===== src/rtl/lrd_pkg.sv =====
package lrd_pkg;

  // Extra ring positions beyond the length code: delay = code + RING_OFS.
  localparam int unsigned RING_OFS = 2;

  // Words in one bank: enough to hold the longest ring of a single bank.
  function automatic int unsigned bank_words(int unsigned len_w);
    return (32'd1 << len_w) + RING_OFS;
  endfunction

endpackage


===== src/rtl/lrd_len_reg.sv =====
module lrd_len_reg #(
  parameter int unsigned LW = 8
) (
  input  logic          clk,
  input  logic          rst_n,
  input  logic          ld_n,
  input  logic [LW-1:0] code_i,
  output logic [LW-1:0] code_o
);

  logic [LW-1:0] len_q;
  logic [LW-1:0] len_nxt;

  always_comb begin
    len_nxt = len_q;
    if (!ld_n) begin
      len_nxt = code_i;
    end
  end

  always_ff @(posedge clk or negedge rst_n) begin
    if (!rst_n) begin
      len_q <= '0;
    end else begin
      len_q <= len_nxt;
    end
  end

  assign code_o = len_q;

endmodule


===== src/rtl/lrd_ptr.sv =====
module lrd_ptr #(
  parameter int unsigned PW = 9
) (
  input  logic          clk,
  input  logic          rst_n,
  input  logic          clr_n,
  input  logic          adv,
  input  logic [PW-1:0] last,
  output logic [PW-1:0] ptr_o
);

  logic [PW-1:0] ptr_q;
  logic [PW-1:0] ptr_nxt;

  always_comb begin
    ptr_nxt = ptr_q;
    if (!clr_n) begin
      ptr_nxt = '0;
    end else if (adv) begin
      if (ptr_q >= last) begin
        ptr_nxt = '0;
      end else begin
        ptr_nxt = ptr_q + PW'(1);
      end
    end
  end

  always_ff @(posedge clk or negedge rst_n) begin
    if (!rst_n) begin
      ptr_q <= '0;
    end else begin
      ptr_q <= ptr_nxt;
    end
  end

  assign ptr_o = ptr_q;

endmodule


===== src/rtl/lrd_bank.sv =====
module lrd_bank #(
  parameter int unsigned DW    = 12,
  parameter int unsigned PW    = 9,
  parameter int unsigned AW    = 9,
  parameter int unsigned WORDS = 258,
  parameter int unsigned BASE  = 0
) (
  input  logic          clk,
  input  logic          rst_n,
  input  logic          we,
  input  logic [PW-1:0] waddr,
  input  logic [DW-1:0] wdata,
  input  logic          re,
  input  logic [PW-1:0] raddr,
  output logic          rhit,
  output logic [DW-1:0] rdata
);

  logic [DW-1:0] mem [WORDS];
  logic [PW:0]   w_off;
  logic [PW:0]   r_off;
  logic          w_hit;
  logic [AW-1:0] w_loc;
  logic [AW-1:0] r_loc;
  logic [DW-1:0] rd_q;
  logic [DW-1:0] rd_nxt;

  // Offset of the global pointer from this bank's first word.
  always_comb begin
    w_off = {1'b0, waddr} - (PW+1)'(BASE);
    r_off = {1'b0, raddr} - (PW+1)'(BASE);
    w_hit = !w_off[PW] && (w_off < (PW+1)'(WORDS));
    rhit  = !r_off[PW] && (r_off < (PW+1)'(WORDS));
    w_loc = AW'(w_off);
    r_loc = AW'(r_off);
  end

  // Storage: no reset, written only in delay mode at the write pointer.
  always_ff @(posedge clk) begin
    if (we && w_hit) begin
      mem[w_loc] <= wdata;
    end
  end

  // Read register: old word is returned when read and write share an address.
  always_comb begin
    rd_nxt = rd_q;
    if (re) begin
      rd_nxt = mem[r_loc];
    end
  end

  always_ff @(posedge clk or negedge rst_n) begin
    if (!rst_n) begin
      rd_q <= '0;
    end else begin
      rd_q <= rd_nxt;
    end
  end

  assign rdata = rd_q;

endmodule


===== src/rtl/line_recirc_delay.sv =====
module line_recirc_delay #(
  parameter int unsigned DATA_W  = 12,
  parameter int unsigned LEN_W   = 8,
  parameter int unsigned CASCADE = 0
) (
  input  logic                       clk,
  input  logic                       rst_n,
  input  logic                       len_ld_n,
  input  logic [LEN_W+CASCADE-1:0]   len_code,
  input  logic                       wr_en_n,
  input  logic                       rd_en_n,
  input  logic                       wptr_rst_n,
  input  logic                       rptr_rst_n,
  input  logic [DATA_W-1:0]          din,
  output logic [DATA_W-1:0]          dout
);

  localparam int unsigned LW    = LEN_W + CASCADE;
  localparam int unsigned NB    = 1 + CASCADE;
  localparam int unsigned WORDS = lrd_pkg::bank_words(LEN_W);
  localparam int unsigned TOT   = NB * WORDS;
  localparam int unsigned PW    = $clog2(TOT);
  localparam int unsigned AW    = $clog2(WORDS);

  logic [LW-1:0]     len_q;
  logic [PW-1:0]     ring_last;
  logic [PW-1:0]     wptr;
  logic [PW-1:0]     rptr;
  logic              wr_act;
  logic              rd_act;
  logic [NB-1:0]     rhit;
  logic [NB-1:0]     rsel_q;
  logic [NB-1:0]     rsel_nxt;
  logic [DATA_W-1:0] bank_rd [NB];
  logic [DATA_W-1:0] dout_mux;

  assign wr_act = !wr_en_n;
  assign rd_act = !rd_en_n;

  lrd_len_reg #(.LW(LW)) u_len (
    .clk    (clk),
    .rst_n  (rst_n),
    .ld_n   (len_ld_n),
    .code_i (len_code),
    .code_o (len_q)
  );

  // Ring spans code + 2 positions: last position index is code + 1.
  assign ring_last = PW'(len_q) + PW'(1);

  lrd_ptr #(.PW(PW)) u_wptr (
    .clk   (clk),
    .rst_n (rst_n),
    .clr_n (wptr_rst_n),
    .adv   (wr_act),
    .last  (ring_last),
    .ptr_o (wptr)
  );

  lrd_ptr #(.PW(PW)) u_rptr (
    .clk   (clk),
    .rst_n (rst_n),
    .clr_n (rptr_rst_n),
    .adv   (rd_act),
    .last  (ring_last),
    .ptr_o (rptr)
  );

  for (genvar g = 0; g < NB; g++) begin : g_bank
    lrd_bank #(
      .DW    (DATA_W),
      .PW    (PW),
      .AW    (AW),
      .WORDS (WORDS),
      .BASE  (g * WORDS)
    ) u_bank (
      .clk   (clk),
      .rst_n (rst_n),
      .we    (wr_act),
      .waddr (wptr),
      .wdata (din),
      .re    (rd_act),
      .raddr (rptr),
      .rhit  (rhit[g]),
      .rdata (bank_rd[g])
    );
  end

  // Bank select follows the read data it belongs to.
  always_comb begin
    rsel_nxt = rsel_q;
    if (rd_act) begin
      rsel_nxt = rhit;
    end
  end

  always_ff @(posedge clk or negedge rst_n) begin
    if (!rst_n) begin
      rsel_q <= '0;
    end else begin
      rsel_q <= rsel_nxt;
    end
  end

  always_comb begin
    dout_mux = '0;
    for (int i = 0; i < NB; i++) begin
      dout_mux = dout_mux | (bank_rd[i] & {DATA_W{rsel_q[i]}});
    end
  end

  assign dout = dout_mux;

endmodule


===== config.mk =====
export PLATFORM = sky130hd
export DESIGN_NAME = line_recirc_delay
export DESIGN_NICKNAME = d
export VERILOG_FILES = /design/src/rtl/lrd_pkg.sv /design/src/rtl/lrd_len_reg.sv /design/src/rtl/lrd_ptr.sv /design/src/rtl/lrd_bank.sv /design/src/rtl/line_recirc_delay.sv
export SDC_FILE = /design/constraint.sdc
export NUM_CORES = 2
export LEC_CHECK = 0
export BUFFER_PORTS_ARGS = -buffer_cell sky130_fd_sc_hd__buf_2
export CAP_MARGIN = 0
export CORE_ASPECT_RATIO = 1.5
export CORE_MARGIN = 4
export CORE_UTILIZATION = 35
export CTS_BUF_LIST = sky130_fd_sc_hd__clkbuf_2 sky130_fd_sc_hd__clkbuf_4 sky130_fd_sc_hd__clkbuf_8
export CTS_CLUSTER_DIAMETER = 50
export DETAILED_ROUTE_END_ITERATION = 7
export GPL_TIMING_DRIVEN = 0
export PLACE_DENSITY = 0.56
export RECOVER_POWER = 25
export SYNTH_ARGS = -nofsm -noshare
export SYNTH_HDL_FRONTEND = slang
export SYNTH_SLANG_ARGS = --single-unit

===== constraint.sdc =====
create_clock -name clk -period 4.1 [get_ports clk]
set_clock_uncertainty 0.1 [all_clocks]
set_input_delay 0.615 -clock clk [delete_from_list [all_inputs] [get_ports clk]]
set_output_delay 0.615 -clock clk [all_outputs]
set_load 0.03 [all_outputs]

# After elaboration in Yosys (flattened, before gate mapping)
# Memories as Yosys holds them, arrays and structs flattened. A register that Yosys moved wholly into a read port is not among the register bits.
# Index checks and enable logic that the tools add are counted.
# op_classes
addsub	3
order_cmp	4
n_eq_ne	2
mux	8
n_bitwise	1
reduce_logical	4
# op_table
op	n
two-way mux 9 bit	6
adder 9 x 1 -> 9 bit, second input constant	2
>= comparator 9 bit	2
< comparator 9 bit, second input constant	2
AND 12 bit	1
adder 8 x 1 -> 9 bit, second input constant	1
inequality test 2 bit, second input constant	2
logical NOT 1 bit	3
two-way mux 1 bit	2
logical AND 1 bit	1
# totals
reg_bits	27
mem_bits_rw	3096
inputBits	27
out_inout_bits	12
elab_cells	27
memories	1
# memory_table
name	words	width	rd	rd_clocked_by_memory_dff	wr	line	rtl
g_bank[0].u_bank.mem	258	12	1	1	1	lrd_bank.sv:19	logic [DW-1:0] mem [WORDS];

# Depth between registers and ports, before layout
# depth
ltp_word	5
mapped_depth	15
mapped_depth_nobuf	11

# Cells and area by module
# From an unflattened synthesis, not the netlist that was laid out.
# hier_totals
cells_unflattened	5715
area_unflattened_um2	122311.1
# modules_own_cells
module	n_inst	cells_per_inst	area_each_um2	seq_area_each_um2
lrd_bank	1	5499	120332.9	93269.5
lrd_ptr	2	82	694.4	225.2
lrd_len_reg	1	17	331.6	200.2
line_recirc_delay	1	35	257.7	25.0

# Least setup slack after synthesis
# Ideal clock, no wire load.
# synth_path
kind	register to register
startpoint	register u_len.len_q[0], in the netlist u_len.code_o[0]
endpoint	register u_wptr.ptr_q[2], in the netlist u_wptr.ptr_o[2]
setup_ps	82
arrival_time_ps	2786
required_ps	3918
slack_ps	1132
path_stages_with_launch	13
path_buffers	1
period_less_slack_ps	2968
cell_sequence	dfrtp_1 > ha_1 > xnor2_1 > ha_1 > a21oi_1 > o21ai_0 > maj3_1 > o211ai_1 > a32oi_1 > a311oi_1 > clkbuf_1 > a21oi_1 > a31oi_1
# synth_between
elab_chain_cells	5
# synth_rtl
element	line	rtl
start: declaration	lrd_len_reg.sv:11	logic [LW-1:0] len_q;
start signal: assignment	lrd_len_reg.sv:25	len_q <= len_nxt;
adder 8 x 1 -> 9 bit	line_recirc_delay.sv:49	assign ring_last = PW'(len_q) + PW'(1);
>= comparator 9 bit	lrd_ptr.sv:20	if (ptr_q >= last) begin
two-way mux 9 bit	lrd_ptr.sv:20	
two-way mux 9 bit	lrd_ptr.sv:19	end else if (adv) begin
two-way mux 9 bit	lrd_ptr.sv:17	if (!clr_n) begin
end signal: assignment	lrd_ptr.sv:32	ptr_q <= ptr_nxt;
end: declaration	lrd_ptr.sv:12	logic [PW-1:0] ptr_q;
# Every way passes these cells. The select of a mux whose other input is x is not followed.
# A chain may end at the register's enable or synchronous reset.

==> flow_results.xml <==
<?xml version="1.0" encoding="UTF-8"?>
<metrics>
  <group name="layout">
    <metric name="final_layout_size_suffix_gt1_frac" unit="">0.355</metric>
    <metric name="multiInputGateArea" unit="um^2">27600</metric>
    <metric name="layout.nets" unit="">6530</metric>
    <metric name="finalInstanceArea" unit="um^2">145000</metric>
    <metric name="mostFrequentLayoutCells" unit="">3096 x sky130_fd_sc_hd__edfxtp_1, 752 x sky130_fd_sc_hd__mux4_2, 481 x sky130_fd_sc_hd__clkbuf_8</metric>
    <metric name="n_fill_cell" unit="">30421</metric>
    <metric name="area_growth" unit="%">18.6</metric>
    <metric name="most_common_cell_after_layout_fill_and_taps_aside" unit="">sky130_fd_sc_hd__edfxtp_1</metric>
    <metric name="sequential_cell_area" unit="um^2">94000</metric>
    <metric name="finalNonFillerCells" unit="">11452</metric>
    <metric name="final_core_utilization" unit="">0.417</metric>
  </group>
  <group name="sta">
    <metric name="drv_slew" unit="">1522</metric>
    <metric name="post-route-min-period" unit="ns">4.53</metric>
    <metric name="layout_worst_path_cycle_share" unit="">1.11</metric>
    <metric name="max_slew_margin" unit="">-1.52</metric>
    <metric name="timing.hold.ws" unit="ns">0.402</metric>
    <metric name="finalWorstSetupSlack" unit="ns">-0.434</metric>
    <metric name="worst_slew_pin_slew" unit="ns">3.79</metric>
    <metric name="max_freq" unit="GHz">0.221</metric>
    <metric name="final-setup-viol-count" unit="">479</metric>
    <metric name="grt_setup_unrepaired" unit="">yes</metric>
    <metric name="final-hold-violation-count" unit="">0</metric>
  </group>
  <group name="critical_path">
    <metric name="critical_path.endpoint_type" unit="">register</metric>
    <metric name="timing.critical_path.arrival" unit="ns">5.47</metric>
    <metric name="timing.setup.critical_path_class" unit="">reg2reg</metric>
    <metric name="worst_path_required_time" unit="ns">5.04</metric>
    <metric name="crit_fanout" unit="">10</metric>
    <metric name="worst_setup_start_kind" unit="">register</metric>
  </group>
  <group name="global_route">
    <metric name="antenna_violations_before_repair" unit="">59</metric>
    <metric name="overflow" unit="">0</metric>
    <metric name="grt_pass1_wl" unit="mm">727</metric>
    <metric name="vias_in_the_first_global_route" unit="">68885</metric>
    <metric name="grt_start_max_net_pins" unit="">155</metric>
    <metric name="grt_use_total" unit="">0.314</metric>
  </group>
  <group name="synth">
    <metric name="muxShareOfSynthArea" unit="">0.162</metric>
    <metric name="syn-instance-count" unit="">5711</metric>
    <metric name="synth_enable_flop_cells" unit="">3096</metric>
    <metric name="synth.lib_cells_used.distinct" unit="">73</metric>
    <metric name="synthArstFlopShare" unit="">0.0124</metric>
    <metric name="synth_simple_gate_area_share" unit="">0.0246</metric>
    <metric name="netlist_area" unit="um^2">122000</metric>
    <metric name="synth-compound-area-share" unit="">0.0256</metric>
    <metric name="ys_dominant_reg_cell" unit="">sky130_fd_sc_hd__edfxtp_1</metric>
    <metric name="ys_ff_latch" unit="">3135</metric>
    <metric name="yosys.area_share.adder" unit="">0.00180</metric>
    <metric name="ys_warn_count" unit="">0</metric>
    <metric name="synthesis.area_per_instance" unit="um^2">21.4</metric>
    <metric name="synth_top_family_by_area" unit="">multiplexers</metric>
    <metric name="yosysSeqAreaShare" unit="">0.769</metric>
    <metric name="synth_nets" unit="">5754</metric>
    <metric name="post_synth_xor_area_fraction" unit="">0.000502</metric>
  </group>
  <group name="placement">
    <metric name="dp_hpwl" unit="mm">385</metric>
    <metric name="gpl.final_weighted_congestion" unit="">1.03</metric>
    <metric name="dpl_cell_area" unit="um^2">132000</metric>
    <metric name="detailedPlace.worstSlack" unit="ns">-3.25</metric>
    <metric name="port-buffer-count" unit="">37</metric>
    <metric name="place.detailed.instances" unit="">10481</metric>
  </group>
  <group name="power_and_ir_drop">
    <metric name="power.static_leakage" unit="nW">44.9</metric>
    <metric name="power.ir.vdd_worst" unit="V">0.000298</metric>
    <metric name="powerDensity" unit="nW/um^2">469</metric>
  </group>
  <group name="cts">
    <metric name="h-tree-depth" unit="">5</metric>
    <metric name="cts.clk_slew.worst_paths" unit="ns">0.07</metric>
    <metric name="cts_tree" unit="">done</metric>
    <metric name="ctsRootBufferMaster" unit="">sky130_fd_sc_hd__clkbuf_8</metric>
    <metric name="cts_buf_count" unit="">457</metric>
    <metric name="worstSkewPairLatency" unit="ns">1.14</metric>
    <metric name="clock_tree.buffer_depth" unit="">4</metric>
    <metric name="cts.sink_count" unit="">3135</metric>
  </group>
  <group name="floorplan">
    <metric name="coreArea" unit="um^2">347000</metric>
    <metric name="floorplan.rows" unit="">265</metric>
    <metric name="die_area" unit="um^2">359000</metric>
    <metric name="floorplan_die_width" unit="um">490</metric>
    <metric name="dieHeight" unit="um">732</metric>
    <metric name="pin_count" unit="">39</metric>
    <metric name="floorplan.initialDensity" unit="">0.352</metric>
  </group>
  <group name="flow_run">
    <metric name="cap_violations" unit="">17</metric>
  </group>
  <group name="status">
    <metric name="violations" unit="">max-capacitance violations, max-slew violations, negative setup slack</metric>
    <metric name="status" unit="">finished with violations</metric>
  </group>
  <group name="detailed_routing">
    <metric name="drc" unit="">0</metric>
    <metric name="drt_pass1_iterations" unit="">6</metric>
    <metric name="drt_iter0_markers" unit="">13333</metric>
    <metric name="ant_nets" unit="">0</metric>
    <metric name="vias" unit="">73236</metric>
    <metric name="drt-vias-per-instance" unit="">6.40</metric>
    <metric name="routed_wire_length_per_instance" unit="um">50.4</metric>
    <metric name="wirelength" unit="mm">577</metric>
  </group>
  <group name="hold_path">
    <metric name="timing.hold.worst.class" unit="">in2reg</metric>
  </group>
</metrics>
## Yosys cell counts, types with 9 or more instances
library cell / count / share of area
sky130_fd_sc_hd__mux2i_1: 234 / 0.019
sky130_fd_sc_hd__a21oi_1: 94 / 0.0039
sky130_fd_sc_hd__nor4_1: 10 / 0.00051
sky130_fd_sc_hd__o31ai_1: 9 / 0.00055
sky130_fd_sc_hd__o221ai_1: 43 / 0.0031
sky130_fd_sc_hd__and2_1: 26 / 0.0013
sky130_fd_sc_hd__mux2_2: 48 / 0.0044
sky130_fd_sc_hd__nor2b_1: 12 / 0.00061
sky130_fd_sc_hd__o21ai_0: 72 / 0.0029
sky130_fd_sc_hd__dfrtp_1: 39 / 0.0080
sky130_fd_sc_hd__a31oi_1: 26 / 0.0013
sky130_fd_sc_hd__buf_1: 24 / 0.00074
sky130_fd_sc_hd__nor2_1: 318 / 0.0098
sky130_fd_sc_hd__edfxtp_1: 3096 / 0.76
sky130_fd_sc_hd__buf_6: 42 / 0.0039
sky130_fd_sc_hd__nand2_1: 214 / 0.0066
sky130_fd_sc_hd__a2111oi_0: 9 / 0.00065
sky130_fd_sc_hd__a221oi_1: 20 / 0.0014
sky130_fd_sc_hd__nor3_1: 22 / 0.00090
sky130_fd_sc_hd__nand4_1: 16 / 0.00082
sky130_fd_sc_hd__o211ai_1: 16 / 0.00098
sky130_fd_sc_hd__buf_2: 72 / 0.0029
sky130_fd_sc_hd__o22ai_1: 42 / 0.0022
sky130_fd_sc_hd__a211oi_1: 11 / 0.00068
sky130_fd_sc_hd__and3_1: 13 / 0.00067
sky130_fd_sc_hd__buf_4: 48 / 0.0029
sky130_fd_sc_hd__nand3_1: 54 / 0.0022
sky130_fd_sc_hd__a22oi_1: 26 / 0.0016
sky130_fd_sc_hd__mux4_2: 752 / 0.14
sky130_fd_sc_hd__inv_1: 12 / 0.00037
sky130_fd_sc_hd__nand2b_1: 10 / 0.00051
sky130_fd_sc_hd__clkbuf_1: 143 / 0.0044
sky130_fd_sc_hd__ha_1: 16 / 0.0016
## per-stage QoR
step | total power, W | setup TNS [ns]
after floorplan | 0.0383 | 0
after global placement | 0.0419 | -6994.45
after detailed placement | 0.0420 | -74.68
after CTS | 0.0675 | -0.154
after global routing | 0.0691 | -10.86
final | 0.0680 | -27.47
## area by class of cell
cell class,count,area share
plain buffers,331,0.0274
well taps,4539,0.0392
inverters,19,0.000665
multi-input cells,2221,0.191
diodes,55,0.000950
clock inverters,227,0.0109
flip-flops and latches,3135,0.648
repair buffers,322,0.0309
clock buffers,603,0.0513
## worst max-delay path, stage by stage (launching register included)
cell and delay (ns):
sky130_fd_sc_hd__dfrtp_2 0.45, sky130_fd_sc_hd__buf_12 0.23, sky130_fd_sc_hd__buf_6 0.30, sky130_fd_sc_hd__buf_16 0.30, sky130_fd_sc_hd__buf_12 0.31, sky130_fd_sc_hd__buf_12 0.30, sky130_fd_sc_hd__mux2i_1 0.13, sky130_fd_sc_hd__a221oi_2 0.32
sky130_fd_sc_hd__a21oi_1 0.08, sky130_fd_sc_hd__o211ai_1 0.87, sky130_fd_sc_hd__o21ai_2 0.21, sky130_fd_sc_hd__a21oi_1 0.26, sky130_fd_sc_hd__o41ai_2 0.17, sky130_fd_sc_hd__o221ai_1 0.25
## cell families after synthesis
family,after synthesis
flip-flops,3135
multiplexers,1034
AND/OR/NAND/NOR,706
AO/OA/AOI/OAI,456
buffers and inverters,355
adder cells (fa/ha/maj),18
XOR/XNOR,7
## power by group
| part | total (W) | internal, W | switching [W] |
|---|---|---|---|
| combinational | 0.00670 | 0.00206 | 0.00464 |
| clock | 0.0259 | 0.0130 | 0.0128 |
| sequential | 0.0354 | 0.0353 | 0.0000848 |
| total | 0.0680 | 0.0504 | 0.0176 |
## flip-flops by register name, summed over array words and instances (netlist names)
name,count
g_bank.u_bank.mem,3096
g_bank.u_bank.rdata,12
rsel_q,1
u_len.code_o,8
u_rptr.ptr_o,9
u_wptr.ptr_o,9
## final timing paths
path | start | endpoint | slack (ns) | cells past startpoint
worst max-delay path | u_rptr.ptr_o[0] | g_bank[0].u_bank.rdata[11] | -0.43 | 13
worst min-delay path | din[1] | g_bank[0].u_bank.mem[223][1] | 0.40 | 2
worst max register to register | u_rptr.ptr_o[0] | g_bank[0].u_bank.rdata[11] | -0.43 | 13
worst min register to register | g_bank[0].u_bank.rdata[11] | g_bank[0].u_bank.rdata[11] | 0.44 | 2
max in group asynchronous | rst_n | u_rptr.ptr_o[0] | 0.99 | 2
min in group asynchronous | rst_n | u_wptr.ptr_o[8] | 0.92 | 2
## metal layers
metal	track usage	wire length, um	up-vias
li1	-	-	25658
met1	0.353	182000	38919
met2	0.471	257000	6701
met3	0.104	71000	1944
met4	0.294	66700	14
met5	0	79	-
## timing repair
| action | 4_1_cts | 5_1_grt |
|---|---|---|
| buffers inserted | 24 | 28 |
| gates resized for setup | 661 | 69 |
| setup endpoints to repair | 456 | 280 |
| endpoints found under the hold margin | 536 | 0 |
| hold buffers | 34 | 0 |
| pin swaps | 16 | 5 |
Note: power is estimated with default switching activity, not from simulation.
